### config.mk
export PLATFORM = sky130hd
export DESIGN_NAME = byte_word_alu
export DESIGN_NICKNAME = d
export VERILOG_FILES = /design/src/rtl/alu_pkg.sv /design/src/rtl/alu_addsub.sv /design/src/rtl/alu_logic.sv /design/src/rtl/alu_bcd.sv /design/src/rtl/alu_flagcalc.sv /design/src/rtl/byte_word_alu.sv
export SDC_FILE = /design/constraint.sdc
export NUM_CORES = 1
export LEC_CHECK = 0
export BUFFER_PORTS_ARGS = -buffer_cell sky130_fd_sc_hd__buf_2
export CORE_MARGIN = 4
export CORE_UTILIZATION = 48
export CTS_CLUSTER_DIAMETER = 100
export DETAILED_ROUTE_END_ITERATION = 6
export PLACE_DENSITY = 0.72
export SYNTH_ARGS = -nofsm -noshare
export SYNTH_HDL_FRONTEND = slang
export SYNTH_SLANG_ARGS = --single-unit
### constraint.sdc
create_clock -name clk -period 4.8 [get_ports clk]
set_input_delay 0.72 -clock clk [delete_from_list [all_inputs] [get_ports clk]]
set_output_delay 0.72 -clock clk [all_outputs]
set_load 0.05 [all_outputs]
### src/rtl/alu_pkg.sv
package alu_pkg;

    typedef enum logic [4:0] {
        OP_ADD  = 5'd0,
        OP_ADC  = 5'd1,
        OP_SUB  = 5'd2,
        OP_SBB  = 5'd3,
        OP_CMP  = 5'd4,
        OP_INC  = 5'd5,
        OP_DEC  = 5'd6,
        OP_NEG  = 5'd7,
        OP_AND  = 5'd8,
        OP_OR   = 5'd9,
        OP_XOR  = 5'd10,
        OP_TEST = 5'd11,
        OP_NOT  = 5'd12,
        OP_DAA  = 5'd13,
        OP_DAS  = 5'd14,
        OP_AAA  = 5'd15,
        OP_AAS  = 5'd16
    } alu_op_e;

    // flag vector positions
    localparam int F_CF  = 0;
    localparam int F_PF  = 1;
    localparam int F_AF  = 2;
    localparam int F_ZF  = 3;
    localparam int F_SF  = 4;
    localparam int F_OF  = 5;
    localparam int NFLAG = 6;

    // bitwise unit selectors
    typedef enum logic [1:0] {
        LG_AND = 2'd0,
        LG_OR  = 2'd1,
        LG_XOR = 2'd2,
        LG_NOT = 2'd3
    } logic_sel_e;

    // decimal correction kinds
    typedef enum logic [1:0] {
        BC_DAA = 2'd0,
        BC_DAS = 2'd1,
        BC_AAA = 2'd2,
        BC_AAS = 2'd3
    } bcd_kind_e;

endpackage

### src/rtl/alu_addsub.sv
module alu_addsub #(
    parameter int DATA_W = 16
) (
    input  logic [DATA_W-1:0] a_i,
    input  logic [DATA_W-1:0] b_i,
    input  logic              cin_i,
    input  logic              sub_i,
    input  logic              wide_i,
    output logic [DATA_W-1:0] sum_o,
    output logic              carry_o,
    output logic              aux_o,
    output logic              ovf_o
);
    localparam int HALF_W = DATA_W / 2;
    localparam logic [DATA_W-1:0] LOW_MASK = {{(DATA_W-HALF_W){1'b0}}, {HALF_W{1'b1}}};

    logic [DATA_W-1:0] mask, am, bm;
    logic [DATA_W:0]   full;
    logic              sa, sb, sr;

    always_comb begin
        mask = wide_i ? {DATA_W{1'b1}} : LOW_MASK;
        am   = a_i & mask;
        bm   = b_i & mask;
        if (sub_i) begin
            full = {1'b0, am} - {1'b0, bm} - {{DATA_W{1'b0}}, cin_i};
        end else begin
            full = {1'b0, am} + {1'b0, bm} + {{DATA_W{1'b0}}, cin_i};
        end
        sum_o   = full[DATA_W-1:0] & mask;
        carry_o = wide_i ? full[DATA_W] : full[HALF_W];
        aux_o   = am[4] ^ bm[4] ^ full[4];
        sa      = wide_i ? am[DATA_W-1]    : am[HALF_W-1];
        sb      = wide_i ? bm[DATA_W-1]    : bm[HALF_W-1];
        sr      = wide_i ? sum_o[DATA_W-1] : sum_o[HALF_W-1];
        if (sub_i) begin
            ovf_o = (sa ^ sb) & (sr ^ sa);
        end else begin
            ovf_o = ~(sa ^ sb) & (sr ^ sa);
        end
    end

endmodule

### src/rtl/alu_logic.sv
module alu_logic
    import alu_pkg::*;
#(
    parameter int DATA_W = 16
) (
    input  logic [DATA_W-1:0] a_i,
    input  logic [DATA_W-1:0] b_i,
    input  logic [DATA_W-1:0] mask_i,
    input  logic_sel_e        sel_i,
    output logic [DATA_W-1:0] y_o
);
    logic [DATA_W-1:0] raw;

    always_comb begin
        case (sel_i)
            LG_AND:  raw = a_i & b_i;
            LG_OR:   raw = a_i | b_i;
            LG_XOR:  raw = a_i ^ b_i;
            default: raw = ~a_i;
        endcase
        y_o = raw & mask_i;
    end

endmodule

### src/rtl/alu_bcd.sv
module alu_bcd
    import alu_pkg::*;
#(
    parameter int BYTE_W = 8
) (
    input  logic [BYTE_W-1:0] al_i,
    input  logic [BYTE_W-1:0] ah_i,
    input  logic              cf_i,
    input  logic              af_i,
    input  bcd_kind_e         kind_i,
    output logic [BYTE_W-1:0] al_o,
    output logic [BYTE_W-1:0] ah_o,
    output logic              cf_o,
    output logic              af_o
);
    localparam logic [BYTE_W-1:0] LOW_FIX  = BYTE_W'(8'h06);
    localparam logic [BYTE_W-1:0] HIGH_FIX = BYTE_W'(8'h60);
    localparam logic [BYTE_W-1:0] HIGH_LIM = BYTE_W'(8'h99);
    localparam logic [BYTE_W-1:0] NIB_MASK = BYTE_W'(8'h0F);
    localparam logic [BYTE_W-1:0] ONE      = BYTE_W'(1);

    logic              lo_big, hi_big, fix_lo, fix_hi;
    logic [BYTE_W-1:0] step;

    always_comb begin
        lo_big = (al_i[3:0] > 4'd9);
        hi_big = (al_i > HIGH_LIM);
        fix_lo = lo_big | af_i;
        fix_hi = hi_big | cf_i;
        step   = al_i;
        al_o   = al_i;
        ah_o   = ah_i;
        cf_o   = 1'b0;
        af_o   = 1'b0;
        case (kind_i)
            BC_DAA: begin
                step = fix_lo ? al_i + LOW_FIX : al_i;
                al_o = fix_hi ? step + HIGH_FIX : step;
                af_o = fix_lo;
                cf_o = fix_hi;
            end
            BC_DAS: begin
                step = fix_lo ? al_i - LOW_FIX : al_i;
                al_o = fix_hi ? step - HIGH_FIX : step;
                af_o = fix_lo;
                cf_o = fix_hi;
            end
            BC_AAA: begin
                step = fix_lo ? al_i + LOW_FIX : al_i;
                al_o = step & NIB_MASK;
                ah_o = fix_lo ? ah_i + ONE : ah_i;
                af_o = fix_lo;
                cf_o = fix_lo;
            end
            default: begin
                step = fix_lo ? al_i - LOW_FIX : al_i;
                al_o = step & NIB_MASK;
                ah_o = fix_lo ? ah_i - ONE : ah_i;
                af_o = fix_lo;
                cf_o = fix_lo;
            end
        endcase
    end

endmodule

### src/rtl/alu_flagcalc.sv
module alu_flagcalc #(
    parameter int DATA_W = 16
) (
    input  logic [DATA_W-1:0] y_i,
    input  logic              wide_i,
    output logic              pf_o,
    output logic              zf_o,
    output logic              sf_o
);
    localparam int HALF_W = DATA_W / 2;

    logic [HALF_W:0] par_chain;

    // parity chain over the low byte
    assign par_chain[0] = 1'b1;
    for (genvar g = 0; g < HALF_W; g++) begin : g_par
        assign par_chain[g+1] = par_chain[g] ^ y_i[g];
    end

    always_comb begin
        pf_o = par_chain[HALF_W];
        zf_o = wide_i ? (y_i == '0) : (y_i[HALF_W-1:0] == '0);
        sf_o = wide_i ? y_i[DATA_W-1] : y_i[HALF_W-1];
    end

endmodule

### src/rtl/byte_word_alu.sv
module byte_word_alu
    import alu_pkg::*;
#(
    parameter int DATA_W = 16
) (
    input  logic                clk,
    input  logic                rst_n,
    input  logic [4:0]          op_i,
    input  logic                wide_i,
    input  logic [DATA_W-1:0]   dst_i,
    input  logic [DATA_W-1:0]   src_i,
    input  logic                cf_i,
    input  logic                af_i,
    input  logic [DATA_W/2-1:0] ah_i,
    output logic [DATA_W-1:0]   res_o,
    output logic                res_we_o,
    output logic [DATA_W/2-1:0] ah_o,
    output logic                ah_we_o,
    output logic [NFLAG-1:0]    flags_o,
    output logic [NFLAG-1:0]    flags_we_o
);
    localparam int HALF_W = DATA_W / 2;
    localparam logic [DATA_W-1:0] LOW_MASK = {{(DATA_W-HALF_W){1'b0}}, {HALF_W{1'b1}}};

    typedef struct packed {
        logic [DATA_W-1:0] res;
        logic              res_we;
        logic [HALF_W-1:0] ah;
        logic              ah_we;
        logic [NFLAG-1:0]  fl;
        logic [NFLAG-1:0]  we;
    } out_t;

    alu_op_e op;
    assign op = alu_op_e'(op_i);

    // ---------------- operand steering ----------------
    logic [DATA_W-1:0] wmask;
    logic [DATA_W-1:0] as_a, as_b;
    logic              as_cin, as_sub;
    logic_sel_e        lg_sel;
    bcd_kind_e         bc_kind;
    logic              is_arith, is_logic, is_bcd;

    always_comb begin
        wmask   = wide_i ? {DATA_W{1'b1}} : LOW_MASK;
        as_a    = dst_i;
        as_b    = src_i;
        as_cin  = 1'b0;
        as_sub  = 1'b0;
        lg_sel  = LG_AND;
        bc_kind = BC_DAA;
        case (op)
            OP_ADC: as_cin = cf_i;
            OP_SUB, OP_CMP: as_sub = 1'b1;
            OP_SBB: begin
                as_sub = 1'b1;
                as_cin = cf_i;
            end
            OP_INC: as_b = DATA_W'(1);
            OP_DEC: begin
                as_b   = DATA_W'(1);
                as_sub = 1'b1;
            end
            OP_NEG: begin
                as_a   = '0;
                as_b   = dst_i;
                as_sub = 1'b1;
            end
            OP_OR:  lg_sel = LG_OR;
            OP_XOR: lg_sel = LG_XOR;
            OP_NOT: lg_sel = LG_NOT;
            OP_DAS: bc_kind = BC_DAS;
            OP_AAA: bc_kind = BC_AAA;
            OP_AAS: bc_kind = BC_AAS;
            default: ;
        endcase
        is_arith = (op_i <= 5'd7);
        is_logic = (op_i >= 5'd8)  && (op_i <= 5'd12);
        is_bcd   = (op_i >= 5'd13) && (op_i <= 5'd16);
    end

    // ---------------- datapath units ----------------
    logic [DATA_W-1:0] sum;
    logic              carry, aux, ovf;

    alu_addsub #(.DATA_W(DATA_W)) i_addsub (
        .a_i    (as_a),
        .b_i    (as_b),
        .cin_i  (as_cin),
        .sub_i  (as_sub),
        .wide_i (wide_i),
        .sum_o  (sum),
        .carry_o(carry),
        .aux_o  (aux),
        .ovf_o  (ovf)
    );

    logic [DATA_W-1:0] lg_y;

    alu_logic #(.DATA_W(DATA_W)) i_logic (
        .a_i   (dst_i),
        .b_i   (src_i),
        .mask_i(wmask),
        .sel_i (lg_sel),
        .y_o   (lg_y)
    );

    logic [HALF_W-1:0] bc_al, bc_ah;
    logic              bc_cf, bc_af;

    alu_bcd #(.BYTE_W(HALF_W)) i_bcd (
        .al_i  (dst_i[HALF_W-1:0]),
        .ah_i  (ah_i),
        .cf_i  (cf_i),
        .af_i  (af_i),
        .kind_i(bc_kind),
        .al_o  (bc_al),
        .ah_o  (bc_ah),
        .cf_o  (bc_cf),
        .af_o  (bc_af)
    );

    // ---------------- result pick and status ----------------
    logic [DATA_W-1:0] pick;
    logic              pick_wide;

    always_comb begin
        pick      = '0;
        pick_wide = wide_i;
        if (is_arith) begin
            pick = sum;
        end else if (is_logic) begin
            pick = lg_y;
        end else if (is_bcd) begin
            pick      = {{(DATA_W-HALF_W){1'b0}}, bc_al};
            pick_wide = 1'b0;
        end
    end

    logic pf, zf, sf;

    alu_flagcalc #(.DATA_W(DATA_W)) i_flags (
        .y_i   (pick),
        .wide_i(pick_wide),
        .pf_o  (pf),
        .zf_o  (zf),
        .sf_o  (sf)
    );

    // ---------------- next-state assembly ----------------
    out_t out_d, out_q;

    always_comb begin
        out_d        = '0;
        out_d.ah     = ah_i;
        out_d.res    = pick;
        case (op)
            OP_ADD, OP_ADC, OP_SUB, OP_SBB, OP_CMP, OP_NEG: begin
                out_d.res_we    = (op != OP_CMP);
                out_d.fl[F_CF]  = carry;
                out_d.fl[F_PF]  = pf;
                out_d.fl[F_AF]  = aux;
                out_d.fl[F_ZF]  = zf;
                out_d.fl[F_SF]  = sf;
                out_d.fl[F_OF]  = ovf;
                out_d.we        = '1;
            end
            OP_INC, OP_DEC: begin
                out_d.res_we    = 1'b1;
                out_d.fl[F_PF]  = pf;
                out_d.fl[F_AF]  = aux;
                out_d.fl[F_ZF]  = zf;
                out_d.fl[F_SF]  = sf;
                out_d.fl[F_OF]  = ovf;
                out_d.we        = '1;
                out_d.we[F_CF]  = 1'b0;
            end
            OP_AND, OP_OR, OP_XOR, OP_TEST: begin
                out_d.res_we    = (op != OP_TEST);
                out_d.fl[F_PF]  = pf;
                out_d.fl[F_ZF]  = zf;
                out_d.fl[F_SF]  = sf;
                out_d.we        = '1;
                out_d.we[F_AF]  = 1'b0;
            end
            OP_NOT: begin
                out_d.res_we    = 1'b1;
            end
            OP_DAA, OP_DAS: begin
                out_d.res_we    = 1'b1;
                out_d.fl[F_CF]  = bc_cf;
                out_d.fl[F_PF]  = pf;
                out_d.fl[F_AF]  = bc_af;
                out_d.fl[F_ZF]  = zf;
                out_d.fl[F_SF]  = sf;
                out_d.we        = '1;
                out_d.we[F_OF]  = 1'b0;
            end
            OP_AAA, OP_AAS: begin
                out_d.res_we    = 1'b1;
                out_d.ah        = bc_ah;
                out_d.ah_we     = 1'b1;
                out_d.fl[F_CF]  = bc_cf;
                out_d.fl[F_AF]  = bc_af;
                out_d.we[F_CF]  = 1'b1;
                out_d.we[F_AF]  = 1'b1;
            end
            default: begin
                out_d.res = '0;
            end
        endcase
    end

    always_ff @(posedge clk) begin
        if (!rst_n) begin
            out_q <= '0;
        end else begin
            out_q <= out_d;
        end
    end

    assign res_o      = out_q.res;
    assign res_we_o   = out_q.res_we;
    assign ah_o       = out_q.ah;
    assign ah_we_o    = out_q.ah_we;
    assign flags_o    = out_q.fl;
    assign flags_we_o = out_q.we;

endmodule

==> flow_summary.yaml, run 1 <==
run_status:
  status: "finished clean"
synth:
  synth_compound_area_share_pct: 26.1
  synth_fa_ha_area_share_pct: 20.3
  ys_async_sr_fraction_pct: 0
  netlist_area_um2: 5460
  synth_edf_count: 0
  ys_warn_count: 0
  synth_top_area_share_pct: 18.8
  syn_nets: 871
  avgSynthCellArea_um2: 7.43
  ys_types: 84
  synthCells: 735
  yosys-top-cells-count: "82 x ha_1, 79 x inv_1, 68 x nor2_1, 57 x a21oi_1, 49 x nand2_1"
  synth_flop_cell: "dfxtp_1"
  ys_seq_elements: 37
  yosysMostFrequentCell: "ha_1"
  synth-simple-area-share_pct: 21.0
  ys_seq_area_share_pct: 13.6
  yosys-top-cells-area: "ha_1 19%, dfxtp_1 14%, xnor2_1 5.9%"
  synth_top_family_by_area: "compound AO/OA/AOI/OAI gates"
  synth.mux.area_fraction_pct: 1.47
  synth-xor-area-share_pct: 8.43
  synth_largest_area_cell: "ha_1"
clock_network:
  clkSinkCount: 37
  cts_tree: "built"
  cts-resized-gates: 0
  hold_buffers: 0
  cts_setup_buffers: 0
  cts_made_buffers: 5
  cts-root-buf: "clkbuf_16"
  clk_path_buf_depth: 2
  htree_levels: 2
  clk_pin_slew_ps: 50
floorplanning:
  dieArea_um2: 13100
  core_area_um2: 11000
  fp.dieH_um: 115
  rows: 38
  die_w_um: 115
  initial_core_util_pct: 49.7
  pin_count: 88
timing:
  relSlewSlack_pct: 52.1
  fin_crit_ps: 4420
  max_freq_ghz: 0.226
  drv_slew: 0
  hold_ws_ps: 700
  period_share_pct: 92.1
  finalSetupTns_ps: 0
  setup_viol: 0
  hold_viol: 0
  grt_setup_unrepaired: "no"
  tightest_slew_ps: 718
route:
  drt_iter0_markers: 589
  drc: 0
  drt_pass1_iterations: 6
  ant_nets: 0
  wl_per_cell_um: 17.7
  routed_wl_um: 17200
  viasPerCell: 5.90
  vias: 5723
cells_and_area:
  diodes: 0
  area_delta_synth_final_pct: 16.3
  final_area_um2: 6350
  final_nets: 965
  drive_gt1_share_pct: 19.3
place:
  dp_hpwl_um: 14000
  gp_congestion: 0.981
  numPortBuffers: 87
  placed_area_um2: 6160
worst_setup_path:
  critical_path.max_fanout: 9
  cp.required_ps: 4980
  worstSetupPathType: "in -> reg"
  start_kind: "input pin"
  endpoint_kind: "flop"
  arrival_ps: 4600
grt:
  use_met1_pct: 37.2
  grt.busiest_layer: "met2"
  use_met2_pct: 41.9
  grt_antenna_before_repair: 0
  grt_pass1_wl_um: 27900
  grt.total_usage_pct: 26.4
  grt_max_degree: 34
  met3_usage_pct: 3.33
  grt_pass1_vias: 5398
  overflow: 0
run:
  drv_cap: 0
power_and_ir_drop:
  leakagePower_nw: 3.07
  power.density_nw_per_um2: 221
  ir_drop_mv: 0.277
hold_path:
  hold_path.class: "in -> reg"
## worst paths after layout
path  cells past startpoint     from                    end
max                      17  op_i[3]  flags_o[3]$_SDFF_PN0_
min                       2  ah_i[6]     ah_o[6]$_SDFF_PN0_
## cell type report
class                   instances  area [um^2]
clock inverters                 2         10.0
clock buffers                   6          129
multi-input cells             578         4270
fillers                      1098         4630
flip-flops and latches         37          741
repair buffers                124          713
inverters                      83          312
well taps                     140          175
## cell families (layout without fill, tap and decap cells)
kind of cell	Yosys count	count (layout)
AOI/OAI and AO/OA	208	208
buffers and inverters	120	215
muxes	8	8
and+or+nand+nor	225	225
xor gates and xnor gates	51	51
adders and majority gates	86	86
DFF	37	37
## layer usage
layer | share of wire [%] | vias to the layer above | routed length [um]
li1 | - | 2777 | -
met4 | 2.2 | 0 | 373
met5 | 0 | - | 0
met2 | 44 | 264 | 7530
met1 | 45 | 2653 | 7720
met3 | 9.1 | 29 | 1560
## critical path: stages
cell      delay, ps
buf_2           100
or3b_1          460
or2_4           330
nand2_1         120
fa_1            210
inv_1            60
fa_1            370
nor2b_1         170
o31a_1          290
o41a_1          380
nand3_1         120
a21oi_1         100
o41a_1          370
xnor2_1         150
a211oi_1        300
inv_1            90
nor4_2          260
## registers in the layout (all words and copies together) (netlist names)
name / cells
ah_o: 8
ah_we_o: 1
flags_o: 6
flags_we_o: 5
res_o: 16
res_we_o: 1
## cell usage in the layout (no fill, tap or decap), types with 5 or more instances in the layout
| cell | synthesis | routed |
|---|---|---|
| buf_2 | 8 | 87 |
| ha_1 | 82 | 82 |
| inv_1 | 79 | 79 |
| nor2_1 | 68 | 68 |
| a21oi_1 | 57 | 57 |
| nand2_1 | 49 | 49 |
| xnor2_1 | 37 | 37 |
| dfxtp_1 | 37 | 37 |
| buf_4 | 1 | 37 |
| o21ai_0 | 30 | 28 |
| nand3_1 | 19 | 19 |
| a22oi_1 | 17 | 16 |
| nor2b_1 | 16 | 16 |
| o22ai_1 | 16 | 16 |
| xor2_1 | 13 | 13 |
| nand2b_1 | 10 | 10 |
| and3_1 | 9 | 9 |
| nor3_1 | 9 | 9 |
| a31oi_1 | 8 | 8 |
| mux2i_1 | 8 | 8 |
| a211oi_1 | 8 | 7 |
| and2_1 | 6 | 6 |
| o21a_1 | 6 | 6 |
| a21o_1 | 6 | 6 |
| or3_1 | 6 | 6 |
| nand4_1 | 5 | 5 |
| a221oi_1 | 5 | 5 |
| clkbuf_16 | 0 | 5 |
## through the flow
stage / setup slack, ps / instances / util (%) / total power [mW]
after floorplan: 24.4 / 735 / - / 0.869
after CTS: 107 / 970 / 57.3 / 1.38
final: 379 / 970 / 57.8 / 1.40
after global routing: 8.00 / 970 / 57.8 / 1.50
after detailed placement: -104 / 962 / 56.1 / 1.08
after global placement: -2.47 / 962 / 56.1 / 1.07
## power breakdown
part | internal [mW] | switching [mW] | leakage [nW] | total [mW]
combinational | 0.306 | 0.467 | 2.70 | 0.773
sequential | 0.324 | 0.00365 | 0.303 | 0.328
clock | 0.190 | 0.110 | 0.0706 | 0.300
total | 0.821 | 0.581 | 3.07 | 1.40
(Power assumes the default switching activity.)
==> run 2: changes to the inputs <==
--- a/config.mk
+++ b/config.mk
@@ -10,7 +10,8 @@
 export CORE_UTILIZATION = 48
 export CTS_CLUSTER_DIAMETER = 100
 export DETAILED_ROUTE_END_ITERATION = 6
-export PLACE_DENSITY = 0.72
+export PLACE_DENSITY = 0.71
 export SYNTH_ARGS = -nofsm -noshare
 export SYNTH_HDL_FRONTEND = slang
+export SYNTH_HIERARCHICAL = 1
 export SYNTH_SLANG_ARGS = --single-unit
==> run 2 against run 1 <==
Sequential share of layout area decreased by 1.5 points; first-iteration DRC count is 14% lower; synthesized cell count rose by 20%; worst setup slack worse by 100 ps; critical path depth grew 5; cell count is 17% higher; via count increased by 12%; clock power grew 4%; critical path type unchanged; largest power group unchanged.
==> flow_summary.yaml, run 2 <==
run_status:
  status: "finished clean"
power_and_ir_drop:
  leakagePower_nw: 3.60
  ir_drop_mv: 0.157
  power.density_nw_per_um2: 199
synth:
  ys_warn_count: 6
  yosysMostFrequentCell: "inv_1"
  ys_types: 84
  netlist_area_um2: 6510
  synth_top_area_share_pct: 16.1
  avgSynthCellArea_um2: 7.38
  synth_flop_cell: "dfxtp_1"
  yosys-top-cells-area: "ha_1 16%, dfxtp_1 11%, inv_1 5.8%"
  ys_seq_elements: 37
  yosys-top-cells-count: "101 x inv_1, 84 x ha_1, 80 x nand2_1, 62 x nor2_1, 55 x a21oi_1"
  ys_async_sr_fraction_pct: 0
  ys_seq_area_share_pct: 11.4
  synthCells: 882
  synth_largest_area_cell: "ha_1"
  synth_edf_count: 0
worst_setup_path:
  worstSetupPathType: "in -> reg"
  arrival_ps: 4740
  critical_path.max_fanout: 32
  endpoint_kind: "flop"
  cp.required_ps: 5010
  start_kind: "input pin"
clock_network:
  clkSinkCount: 37
  cts_tree: "built"
  hold_buffers: 0
  cts_setup_buffers: 0
  cts-resized-gates: 0
  htree_levels: 2
  clk_pin_slew_ps: 50
  cts-root-buf: "clkbuf_16"
  cts_made_buffers: 5
  clk_path_buf_depth: 2
cells_and_area:
  multiInputGateArea_um2: 5100
  diodes: 0
  drive_gt1_share_pct: 15.8
  largest_reg_flops: 16
  area_delta_synth_final_pct: 11.9
  layout_common_cells: "101 x inv_1, 87 x buf_2, 84 x ha_1, 80 x nand2_1, 62 x nor2_1"
  final_nets: 1100
  ff_latch_area_um2: 741
  final_util_pct: 55.0
  nFillCells: 1325
  final_area_um2: 7290
  final_common_cell: "inv_1"
timing:
  fin_crit_ps: 4520
  max_freq_ghz: 0.221
  tightest_slew_ps: 533
  hold_viol: 0
  hold_ws_ps: 717
  setup_viol: 0
  finalSetupTns_ps: 0
  period_share_pct: 94.3
  grt_setup_unrepaired: "no"
  relSlewSlack_pct: 64.1
  drv_slew: 0
place:
  dp_hpwl_um: 14400
  gp_congestion: 0.934
  numPortBuffers: 87
  placed_area_um2: 7150
hold_path:
  hold_path.class: "in -> reg"
  whs_path_depth: 3
route:
  ant_nets: 0
  routed_wl_um: 17700
  drt_iter0_markers: 507
  viasPerCell: 5.66
  drc: 0
  drt_pass1_iterations: 5
  wl_per_cell_um: 15.6
  vias: 6437
floorplanning:
  initial_core_util_pct: 49.2
  dieArea_um2: 15500
  rows: 42
  die_w_um: 124
  core_area_um2: 13200
  pin_count: 88
  fp.dieH_um: 124
grt:
  grt_max_degree: 33
  grt_pass1_vias: 5914
  grt_antenna_before_repair: 0
  grt_pass1_wl_um: 29300
  grt.total_usage_pct: 22.2
  overflow: 0
run:
  drv_cap: 0
==> run 2: cell count changes after synthesis, moves of 12 or more <==
cell | before | now
inv_1 | 79 | 101
nand4_1 | 5 | 17
nand2_1 | 49 | 80
and2_1 | 6 | 25
a22o_1 | 3 | 15
a21boi_1 | 0 | 13
buf_2 | 8 | 20
a22oi_1 | 17 | 0
o211ai_1 | 2 | 18
==> run 2: cells by family after synthesis <==
kind of cell / count (synthesis) / share of synthesized area (%)
xor+xnor: 48 / 6.46
fa+ha+maj: 88 / 17.4
buf+inv: 156 / 10.8
simple gates: 297 / 24.3
compound gates: 229 / 24.8
flops: 37 / 11.4
other cells: 1 / 0.0576
mux: 26 / 4.76
==> run 2: critical path: stages <==
cell     delay [ps]
buf_2           140
or2_1           340
nor3_4          230
buf_12          210
a21oi_1         130
inv_1            90
fa_1            200
inv_1            60
fa_1            370
nor2b_1         140
o21ai_0         260
o311a_1         310
nor4_1           90
or3_1           360
xnor2_1         160
o22ai_1         130
nand2_1         110
nand2_1          50
nor4_1          250
nand2_1          80
a21oi_1         160
and2_1          140
==> run 2: cell type report <==
type,count,share of cell area [%]
clock buffer,7,1.96
inverter,101,5.20
multi-input combinational,696,70.0
sequential,37,10.2
tap,176,3.02
timing repair buffer,121,9.65
==> run 2: power by group <==
| group | switching, mW | internal [mW] | total [mW] |
|---|---|---|---|
| clock | 0.109 | 0.203 | 0.312 |
| combinational | 0.486 | 0.322 | 0.808 |
| sequential | 0.00459 | 0.324 | 0.328 |
| total | 0.599 | 0.849 | 1.45 |
==> run 2: layer usage <==
metal / track usage [%] / share of wire, % / vias to the layer above / routed length, um
li1: - / - / 3245 / -
met1: 30.1 / 46 / 2960 / 8140
met2: 37.2 / 47 / 201 / 8350
met3: 2.87 / 4.9 / 31 / 863
met4: 5.42 / 2.1 / 0 / 376
met5: 0 / 0 / - / 0
==> run 2: worst paths after layout <==
| path | from | endpoint | slack [ps] |
|---|---|---|---|
| min | ah_i[7] | ah_o[7]$_SDFF_PN0_ | 720 |
| max | op_i[4] | flags_o[3]$_SDFF_PN0_ | 280 |
==> run 2: through the flow <==
step | std cells | setup WS (ps) | power, mW
2_1_floorplan | 889 | 606 | 0.929
3_3_place_gp | 1131 | 167 | 1.13
3_5_place_dp | 1131 | 99.7 | 1.13
4_1_cts | 1138 | 346 | 1.45
5_1_grt | 1138 | 33.2 | 1.56
6_report | 1138 | 276 | 1.45
